**src/rtl/pic_cmd_pkg.sv**
```systemverilog
package pic_cmd_pkg;

  typedef enum logic [1:0] {
    SEQ_RUN  = 2'd0,
    SEQ_BASE = 2'd1,
    SEQ_MODE = 2'd2
  } seq_e;

  typedef enum logic [2:0] {
    OP_ROT_OFF    = 3'd0,
    OP_EOI_NS     = 3'd1,
    OP_NOP        = 3'd2,
    OP_EOI_SP     = 3'd3,
    OP_ROT_ON     = 3'd4,
    OP_EOI_NS_ROT = 3'd5,
    OP_SET_PRI    = 3'd6,
    OP_EOI_SP_ROT = 3'd7
  } op_e;

  // bit positions inside written bytes
  localparam int B_START    = 4;
  localparam int B_MODEWORD = 3;
  localparam int B_RSEL     = 0;
  localparam int B_POLL     = 2;
  localparam int B_SMM_VAL  = 5;
  localparam int B_SMM_EN   = 6;
  localparam int B_NEED_FIN = 0;
  localparam int B_AEOI     = 1;
  localparam int B_SNM      = 4;

endpackage

```
**src/rtl/pic_req_latch.sv**
```systemverilog
module pic_req_latch #(
  parameter int N = 8
) (
  input  logic         clk,
  input  logic         rst,
  input  logic         clr_all,
  input  logic [N-1:0] clr_bits,
  input  logic [N-1:0] lines,
  output logic [N-1:0] irr
);

  logic [N-1:0] prev;

  always_ff @(posedge clk) begin
    if (rst || clr_all) begin
      irr  <= '0;
      prev <= lines;
    end else begin
      irr  <= (irr & ~clr_bits) | (lines & ~prev);
      prev <= lines;
    end
  end

endmodule

```
**src/rtl/pic_prio_pick.sv**
```systemverilog
module pic_prio_pick #(
  parameter int N = 8
) (
  input  logic [N-1:0]         bits,
  input  logic [$clog2(N)-1:0] offset,
  output logic [$clog2(N):0]   rank
);

  localparam int LW = $clog2(N);

  logic [LW-1:0] idx;

  // lowest rotated position with a set bit; N when empty
  always_comb begin
    rank = (LW+1)'(N);
    idx  = '0;
    for (int p = N - 1; p >= 0; p--) begin
      idx = offset + LW'(p);
      if (bits[idx]) rank = (LW+1)'(p);
    end
  end

endmodule

```
**src/rtl/pic_cmd_if.sv**
```systemverilog
module pic_cmd_if
  import pic_cmd_pkg::*;
#(
  parameter int N_LINES   = 8,
  parameter int DW        = 8,
  parameter int CASC_LINE = 2
) (
  input  logic               clk,
  input  logic               rst,
  input  logic               wr_en,
  input  logic               rd_en,
  input  logic               addr,
  input  logic [DW-1:0]      wr_data,
  output logic [DW-1:0]      rd_data,
  input  logic [N_LINES-1:0] irq_in,
  input  logic               ack,
  output logic [DW-1:0]      vec_out,
  output logic               vec_valid,
  output logic               int_out
);

  localparam int LW     = $clog2(N_LINES);
  localparam int NPICK  = 3;
  localparam logic [LW:0] NONE = (LW+1)'(N_LINES);
  localparam logic [N_LINES-1:0] CASC_BIT = N_LINES'(1) << CASC_LINE;

  // programmable state
  logic [N_LINES-1:0] imr, isr;
  logic [LW-1:0]      offset;
  logic [DW-1:0]      base;
  logic               rsel, poll_arm, smm, aeoi, snm, rot_ack, need_fin;
  seq_e               seq;

  // request latch
  logic [N_LINES-1:0] irr, irr_clr;

  // decode
  logic    wr0, wr1, init_wr, mode_wr, op_wr, rd_op, poll_rd, ack_op;
  op_e     op;
  logic [LW-1:0] sel;

  assign wr0     = wr_en && !addr;
  assign wr1     = wr_en && addr;
  assign init_wr = wr0 && wr_data[B_START];
  assign mode_wr = wr0 && !wr_data[B_START] && wr_data[B_MODEWORD];
  assign op_wr   = wr0 && !wr_data[B_START] && !wr_data[B_MODEWORD];
  assign op      = op_e'(wr_data[DW-1:DW-3]);
  assign sel     = wr_data[LW-1:0];
  assign rd_op   = rd_en && !wr_en;
  assign poll_rd = rd_op && !addr && poll_arm;
  assign ack_op  = ack && !wr_en && !rd_en;

  // priority pickers: 0 pending, 1 blocking in-service, 2 raw in-service
  logic [N_LINES-1:0] pk_bits [NPICK];
  logic [LW:0]        pk_rank [NPICK];

  always_comb begin
    pk_bits[0] = irr & ~imr;
    pk_bits[1] = isr & ~(smm ? imr : '0) & ~(snm ? CASC_BIT : '0);
    pk_bits[2] = isr;
  end

  for (genvar g = 0; g < NPICK; g++) begin : g_pick
    pic_prio_pick #(.N(N_LINES)) u_pick (
      .bits  (pk_bits[g]),
      .offset(offset),
      .rank  (pk_rank[g])
    );
  end

  logic          req_go, eoi_any;
  logic [LW-1:0] req_line, eoi_line;

  assign req_go   = (pk_rank[0] < pk_rank[1]);
  assign req_line = pk_rank[0][LW-1:0] + offset;
  assign eoi_any  = (pk_rank[2] != NONE);
  assign eoi_line = pk_rank[2][LW-1:0] + offset;

  logic ack_take, poll_take;
  assign ack_take  = ack_op && req_go;
  assign poll_take = poll_rd && req_go;
  assign irr_clr   = (ack_take || poll_take) ? (N_LINES'(1) << req_line) : '0;

  pic_req_latch #(.N(N_LINES)) u_latch (
    .clk     (clk),
    .rst     (rst),
    .clr_all (init_wr),
    .clr_bits(irr_clr),
    .lines   (irq_in),
    .irr     (irr)
  );

  // control state
  always_ff @(posedge clk) begin
    if (rst || init_wr) begin
      imr      <= '0;
      isr      <= '0;
      offset   <= '0;
      rsel     <= 1'b0;
      poll_arm <= 1'b0;
      smm      <= 1'b0;
      aeoi     <= 1'b0;
      snm      <= 1'b0;
      rot_ack  <= 1'b0;
      need_fin <= rst ? 1'b0 : wr_data[B_NEED_FIN];
      seq      <= rst ? SEQ_RUN : SEQ_BASE;
      if (rst) base <= '0;
    end else if (op_wr) begin
      unique case (op)
        OP_ROT_OFF: rot_ack <= 1'b0;
        OP_ROT_ON:  rot_ack <= 1'b1;
        OP_EOI_NS, OP_EOI_NS_ROT: begin
          if (eoi_any) begin
            isr[eoi_line] <= 1'b0;
            if (op == OP_EOI_NS_ROT) offset <= eoi_line + 1'b1;
          end
        end
        OP_EOI_SP:     isr[sel] <= 1'b0;
        OP_EOI_SP_ROT: begin
          isr[sel] <= 1'b0;
          offset   <= sel + 1'b1;
        end
        OP_SET_PRI:    offset <= sel + 1'b1;
        default: ;
      endcase
    end else if (mode_wr) begin
      rsel     <= wr_data[B_RSEL];
      poll_arm <= wr_data[B_POLL];
      if (wr_data[B_SMM_EN]) smm <= wr_data[B_SMM_VAL];
    end else if (wr1) begin
      unique case (seq)
        SEQ_BASE: begin
          base <= {wr_data[DW-1:LW], {LW{1'b0}}};
          seq  <= need_fin ? SEQ_MODE : SEQ_RUN;
        end
        SEQ_MODE: begin
          snm  <= wr_data[B_SNM];
          aeoi <= wr_data[B_AEOI];
          seq  <= SEQ_RUN;
        end
        default: imr <= wr_data[N_LINES-1:0];
      endcase
    end else if (poll_rd) begin
      poll_arm <= 1'b0;
      if (req_go) isr[req_line] <= 1'b0;
    end else if (ack_take) begin
      if (!aeoi)  isr[req_line] <= 1'b1;
      if (rot_ack) offset <= req_line + 1'b1;
    end
  end

  // registered outputs
  always_ff @(posedge clk) begin
    if (rst) begin
      rd_data   <= '0;
      vec_out   <= '0;
      vec_valid <= 1'b0;
      int_out   <= 1'b0;
    end else begin
      int_out   <= init_wr ? 1'b0 : req_go;
      vec_valid <= ack_op;
      if (ack_op)
        vec_out <= base | (req_go ? DW'(req_line) : DW'(N_LINES - 1));
      if (rd_op) begin
        if (addr)          rd_data <= DW'(imr);
        else if (poll_arm) rd_data <= req_go ? DW'(req_line) : DW'(N_LINES - 1);
        else               rd_data <= DW'(rsel ? isr : irr);
      end
    end
  end


  init_clear_chk: assert property (@(posedge clk) disable iff (rst)
    init_wr |=> (isr == '0 && imr == '0 && !int_out && irr == '0));


  ack_valid_chk: assert property (@(posedge clk) disable iff (rst)
    ack_op |=> vec_valid);


  pick_hit_chk: assert property (@(posedge clk) disable iff (rst)
    req_go |-> (irr[req_line] && !imr[req_line]));


  spurious_keep_chk: assert property (@(posedge clk) disable iff (rst)
    (ack_op && !req_go) |=> $stable(isr));


  aeoi_no_isr_chk: assert property (@(posedge clk) disable iff (rst)
    (ack_op && aeoi) |=> $stable(isr));


  spec_eoi_chk: assert property (@(posedge clk) disable iff (rst)
    (op_wr && (op == OP_EOI_SP || op == OP_EOI_SP_ROT)) |=> !isr[$past(sel)]);


  poll_clear_chk: assert property (@(posedge clk) disable iff (rst)
    (poll_rd && req_go) |=> (!isr[$past(req_line)] && !poll_arm));

endmodule

```
**config.mk**
```make
export PLATFORM = sky130hd
export DESIGN_NAME = pic_cmd_if
export DESIGN_NICKNAME = d
export VERILOG_FILES = /design/src/rtl/pic_cmd_pkg.sv /design/src/rtl/pic_req_latch.sv /design/src/rtl/pic_prio_pick.sv /design/src/rtl/pic_cmd_if.sv
export SDC_FILE = /design/constraint.sdc
export NUM_CORES = 1
export LEC_CHECK = 0
export ABC_AREA = 0
export BUFFER_PORTS_ARGS = -buffer_cell sky130_fd_sc_hd__clkbuf_2
export CORE_ASPECT_RATIO = 0.8
export CORE_UTILIZATION = 39
export DETAILED_ROUTE_END_ITERATION = 8
export GPL_TIMING_DRIVEN = 0
export SLEW_MARGIN = 10
export SYNTH_ARGS = -nofsm -noshare
export SYNTH_HDL_FRONTEND = slang
export SYNTH_HIERARCHICAL = 1
export SYNTH_SLANG_ARGS = --single-unit
```
**constraint.sdc**
```tcl
create_clock -name clk -period 4.25 [get_ports clk]
set_input_delay 0.6375 -clock clk [delete_from_list [all_inputs] [get_ports clk]]
set_output_delay 0.6375 -clock clk [all_outputs]
set_load 0.01 [all_outputs]
```
-- After elaboration in Yosys (flattened, before gate mapping)
Index checks and enable logic that the tools add are counted.
- logic and storage cells: 257
- register bits: 70
- equal/unequal tests: 22
- shifts and indexed selects: 1
- $add $sub $neg: 12
- reduce and logical (&&, ||, !) cells: 47
- multiplexer cells: 120
- order comparisons: 15
- bitwise operators: 22
- operator list (kind ; number):
    $mux W8 ; 19
    $mux W4 ; 24
    $bmux W1 S3 ; 24
    $and A8 B8 Y8 ; 8
    $not A8 Y8 ; 7
    $lt A3 B4 Y1 const B ; 11
    $mux W1 ; 31
    $mux W3 ; 10
    $or A8 B8 Y8 ; 3
    $logic_and A1 B1 Y1 ; 16
    $pmux W8 S2 ; 1
    $add A3 B1 Y3 const B ; 4
    $add A3 B3 Y3 const B ; 4
    $eq A3 B3 Y1 const B ; 4
    $reduce_and A4 Y1 ; 3
    $reduce_bool A2 Y1 ; 6
    $mux W2 ; 5
    $ne A2 B1 Y1 const B ; 5
    $reduce_or A2 Y1 ; 5
    $demux W1 S3 ; 3
    $ge A3 B1 Y1 const B ; 3
    $ne A3 B2 Y1 const B ; 3
    $not A3 Y8 ; 1
    $reduce_and A8 Y1 ; 1
    other kinds (24) ; 38

-- Longest topological paths before layout
- word-level depth: 24
- depth in mapped cells: 20

-- Cells and area by module
The synthesis kept the hierarchy.
- by module, submodules not included (module ; cells an instance ; area each (µm²) ; seq. area each (µm²) ; instances):
    pic_cmd_if ; 388 ; 3304.4 ; 1101.1 ; 1
    pic_prio_pick ; 63 ; 688.2 ; 0.0 ; 3
    pic_req_latch ; 42 ; 508.0 ; 320.3 ; 1

-- Least setup slack after synthesis
No wires, ideal clock.
- kind: register to register
- from: register offset[1]
- to: register offset[2]
- path buffers: 1
- cell stages (with the launch flop): 18
- data arrival time: 4.219 ns
- slack: -0.089 ns
- path through: dfxtp_1 -> inv_1 -> ha_1 -> buf_6 -> mux2_2 -> mux4_1 -> nor3_1 -> a21oi_1 -> o22ai_1 -> inv_1 -> fa_1 -> nand2_1 -> o21ai_0 -> o21ai_0 -> ha_1 -> or3_1 -> o211ai_1 -> a21oi_1
- RTL lines (item ; line ; source):
    from (decl) ; pic_cmd_if.sv:29 ; logic [LW-1:0] offset;
    from (signal assigned) ; pic_cmd_if.sv:115 ; if (op == OP_EOI_NS_ROT) offset <= eoi_line + 1'b1;
    from (signal assigned) ; pic_cmd_if.sv:121 ; offset <= sel + 1'b1;
    from (signal assigned) ; pic_cmd_if.sv:123 ; OP_SET_PRI: offset <= sel + 1'b1;

==> impl_metrics.prom <==
# TYPE chip_impl_metric gauge
chip_impl_info{name="outcome",value="completed"} 1
chip_impl_metric{name="synth_edf_count",unit=""} 8
chip_impl_info{name="holdCritPathClass",value="input pin to register"} 1
chip_impl_metric{name="design.die.area",unit="um2"} 15570
chip_impl_metric{name="setup_viol",unit=""} 0
chip_impl_info{name="yosysTopAreaCell",value="dfxtp_1"} 1
chip_impl_metric{name="placement_rows",unit=""} 39
chip_impl_metric{name="drc",unit=""} 0
chip_impl_metric{name="fin_crit_sh",unit="%"} 97.93
chip_impl_info{name="unrepaired_setup_endpoints_after_global_routing",value="true"} 1
chip_impl_metric{name="routedWlPerCell",unit="um"} 20.73
chip_impl_metric{name="io-pin-count",unit=""} 40
chip_impl_metric{name="insertion_delay",unit="ps"} 330
chip_impl_info{name="clk_root_buffer_cell",value="clkbuf_16"} 1
chip_impl_metric{name="number_of_synthesis_warnings",unit=""} 6
chip_impl_info{name="synth_top_cells_by_count",value="59 x dfxtp_1, 56 x nor2_1, 52 x mux2i_1, 47 x nand2_1, 44 x mux2_2"} 1
chip_impl_metric{name="clk_transition_reported_paths",unit="ps"} 50
chip_impl_metric{name="mappedNetlistNets",unit=""} 657
chip_impl_metric{name="netlist_area",unit="um2"} 5877
chip_impl_metric{name="total_wire_length",unit="mm"} 18.61
chip_impl_metric{name="clock_net_sink_count",unit=""} 67
chip_impl_metric{name="totalPowerFinal",unit="mW"} 2.058
chip_impl_metric{name="overflow",unit=""} 0
chip_impl_metric{name="vias",unit=""} 5415
chip_impl_metric{name="synth_cell_type_count",unit=""} 78
chip_impl_metric{name="clock_path_buffers",unit=""} 2
chip_impl_metric{name="total_of_max_cap_violations",unit=""} 0
chip_impl_metric{name="grt_max_degree",unit=""} 11
chip_impl_metric{name="grt_first_pass_wirelength",unit="mm"} 28.37
chip_impl_metric{name="power_density",unit="nW/um2"} 280.5
chip_impl_metric{name="cts_inserted_buffers",unit=""} 9
chip_impl_metric{name="antenna_cells_inserted",unit=""} 0
chip_impl_metric{name="globalRouteTotalUtil",unit="%"} 23.54
chip_impl_metric{name="p_leak",unit="nW"} 2.801
chip_impl_info{name="leading_register_cell_type_out_of_synthesis",value="dfxtp_1"} 1
chip_impl_metric{name="grt_pass1_vias",unit=""} 5213
chip_impl_metric{name="grt_use_met1",unit="%"} 33.18
chip_impl_metric{name="worstMarginPinSlew",unit="ps"} 788.6
chip_impl_metric{name="required",unit="ps"} 4500
chip_impl_metric{name="route.antenna.remaining_nets",unit=""} 0
chip_impl_metric{name="final_instance_area",unit="um2"} 7338
chip_impl_metric{name="start_util",unit="%"} 40.55
chip_impl_metric{name="floorplan.die.width",unit="um"} 139.2
chip_impl_metric{name="core_region_area",unit="um2"} 14490
chip_impl_metric{name="grt_antenna_before_repair",unit=""} 0
chip_impl_metric{name="critPathArrivalTime",unit="ps"} 4410
chip_impl_metric{name="report.final.slew_viol_count",unit=""} 0
chip_impl_metric{name="dr.pass1.iters",unit=""} 5
chip_impl_metric{name="share_of_flip_flops_with_an_asynchronous_set_or_reset_after_synthesis",unit="%"} 0
chip_impl_metric{name="syn_to_final_growth",unit="%"} 24.87
chip_impl_metric{name="finClkSkew",unit="ps"} 3.658
chip_impl_metric{name="synth_largest_type_area_fraction",unit="%"} 20.10
chip_impl_metric{name="yosysSeqAreaShare",unit="%"} 24.19
chip_impl_metric{name="grt_util_met3",unit="%"} 3.828
chip_impl_metric{name="synth.ff_latch_count",unit=""} 67
chip_impl_metric{name="initialDrtViolationCount",unit=""} 482
chip_impl_metric{name="final_weighted_congestion_in_routability_driven_placement",unit=""} 0.8827
chip_impl_metric{name="detailed_place_hpwl",unit="mm"} 13.20
chip_impl_metric{name="critPathMaxFanout",unit=""} 5
chip_impl_metric{name="cts-hold-fix-buffers",unit=""} 0
chip_impl_info{name="startpoint_type",value="register"} 1
chip_impl_metric{name="layout-drive-gt1-share",unit="%"} 37.82
chip_impl_metric{name="ir_drop",unit="mV"} 0.2373
chip_impl_info{name="globalRoute.busiestLayer",value="met2"} 1
chip_impl_metric{name="fmax",unit="MHz"} 240.3
chip_impl_info{name="synthMostInstantiatedCell",value="dfxtp_1"} 1
chip_impl_metric{name="postPlaceCellArea",unit="um2"} 6304
chip_impl_metric{name="cts_htree_levels",unit=""} 3
chip_impl_metric{name="route.detailed.vias_per_inst",unit=""} 6.030
chip_impl_info{name="synth_top_cells_by_area",value="dfxtp_1 20%, mux2i_1 8.9%, mux2_2 8.4%, mux4_1 8.0%, edfxtp_1 4.1%"} 1
chip_impl_metric{name="die-height",unit="um"} 111.8
chip_impl_metric{name="hold_viol",unit=""} 0
chip_impl_metric{name="io_buffer_count",unit=""} 39
chip_impl_info{name="worstSetupEndpointType",value="register"} 1
chip_impl_metric{name="slew_headroom",unit="%"} 47.20
chip_impl_info{name="timing.setup.critical_path_class",value="register to register"} 1
chip_impl_metric{name="postSynthAreaPerCell",unit="um2"} 9.494
chip_impl_metric{name="final_nets",unit=""} 747
chip_impl_metric{name="final.min_clock_period",unit="ps"} 4162
chip_impl_metric{name="synthesis.instances",unit=""} 619
chip_impl_metric{name="grt.met2_usage",unit="%"} 37.09
chip_impl_info{name="tritoncts_clock_tree",value="built"} 1
[per-stage QoR]
stage / hold slack (ps) / setup WS, ps / TNS [ps] / std cells / utilization (%)
after floorplan: 451.6 / 3.477 / 0 / 619 / -
after global placement: 446.9 / -714.1 / -14170 / 842 / 43.49
after detailed placement: 454.9 / -794.8 / -15770 / 842 / 43.49
after CTS: 421.9 / 13.72 / 0 / 881 / 47.91
after global routing: 423.4 / -27.85 / -36.89 / 898 / 50.63
final: 429.0 / 88.12 / 0 / 898 / 50.63
[timing repair]
action / in CTS / in global routing
setup endpoints to repair: 26 / 22
cloned: 1 / 2
pin swaps: 16 / 27
setup buffers: 22 / 18
resized for setup: 42 / 71
[where the power goes]
part | switching [mW] | internal, mW | total, mW
logic | 0.354 | 0.262 | 0.616
registers | 0.0287 | 0.672 | 0.701
clock network | 0.257 | 0.485 | 0.742
total | 0.640 | 1.42 | 2.06
[critical path: stages, from the launching register on]
cell	delay, ps
dfxtp_4	430
buf_12	130
inv_1	50
ha_4	290
buf_4	150
mux2_2	370
mux4_1	530
nor2_1	140
nand2_1	70
a32o_2	260
ha_1	210
a211o_1	340
a21oi_4	220
buf_6	150
o2111ai_2	140
a221oi_2	370
mux2i_1	240
[cell type report]
cell class                      instances  area (um2)
Fill cell                            1317        7154
Multi-Input combinational cell        492        4466
Sequential cell                        67        1433
Timing Repair Buffer                   82       549.3
Buffer                                 35       280.3
Clock buffer                           14       264.0
Tap cell                              184       230.2
Inverter                               22       82.58
Clock inverter                          2       33.78
[cells by family (layout without fill, tap and decap cells)]
logic type               count (synthesis)  count (layout)  share of synthesized area (%)
adder cells (fa/ha/maj)                 16              16                          3.662
AND/OR/NAND/NOR                        209             209                          18.33
flip-flops                              67              67                          24.19
AO/OA/AOI/OAI                          131             131                          16.69
XOR/XNOR                                10              10                          2.001
multiplexers                           126             126                          28.98
buffers and inverters                   60             155                          6.153
[path summary, 6_finish.rpt]
path	from	to	slack [ps]	depth (start not counted)
worst max-delay path	offset[0]$_SDFFE_PP0P_	register	90	16
worst min-delay path	irq_in[3]	u_latch/prev[3]$_DFF_P_	430	1
worst max register to register	offset[0]$_SDFFE_PP0P_	register	90	16
worst min register to register	vec_out[5]$_SDFFE_PP0N_	vec_out[5]$_SDFFE_PP0N_	460	2
[routing by layer]
metal / up-vias / routed length, um
met1: 2693 / 8784
met5: - / 0
met4: 0 / 276
li1: 2495 / -
met2: 201 / 8422
met3: 26 / 1129
[cell usage in the layout (no fill, tap or decap), drive strengths merged, types with 2 or more instances in the layout]
cell type and instances:
nand3 6, o211ai 7, a21boi 7, o21ai 20, or3b 2, a22oi 8, clkbuf 67, a32o 3
o2111ai 9, fa 2, xor2 3, or2 3, xnor2 5, nand2b 21, nor3 22, mux4 24
nor2b 20, and2 8, inv 22, and3 6, o22ai 6, mux2i 52, o32ai 4, nand3b 3
ha 14, a211oi 8, buf 64, dfxtp 59, o311ai 2, nor2 62, edfxtp 8, a31oi 6
nand2 47, a221oi 8, mux2 50, a21oi 32, a2111oi 2, nor3b 2, or3 3
No activity file was read; power rests on OpenSTA's default activity.
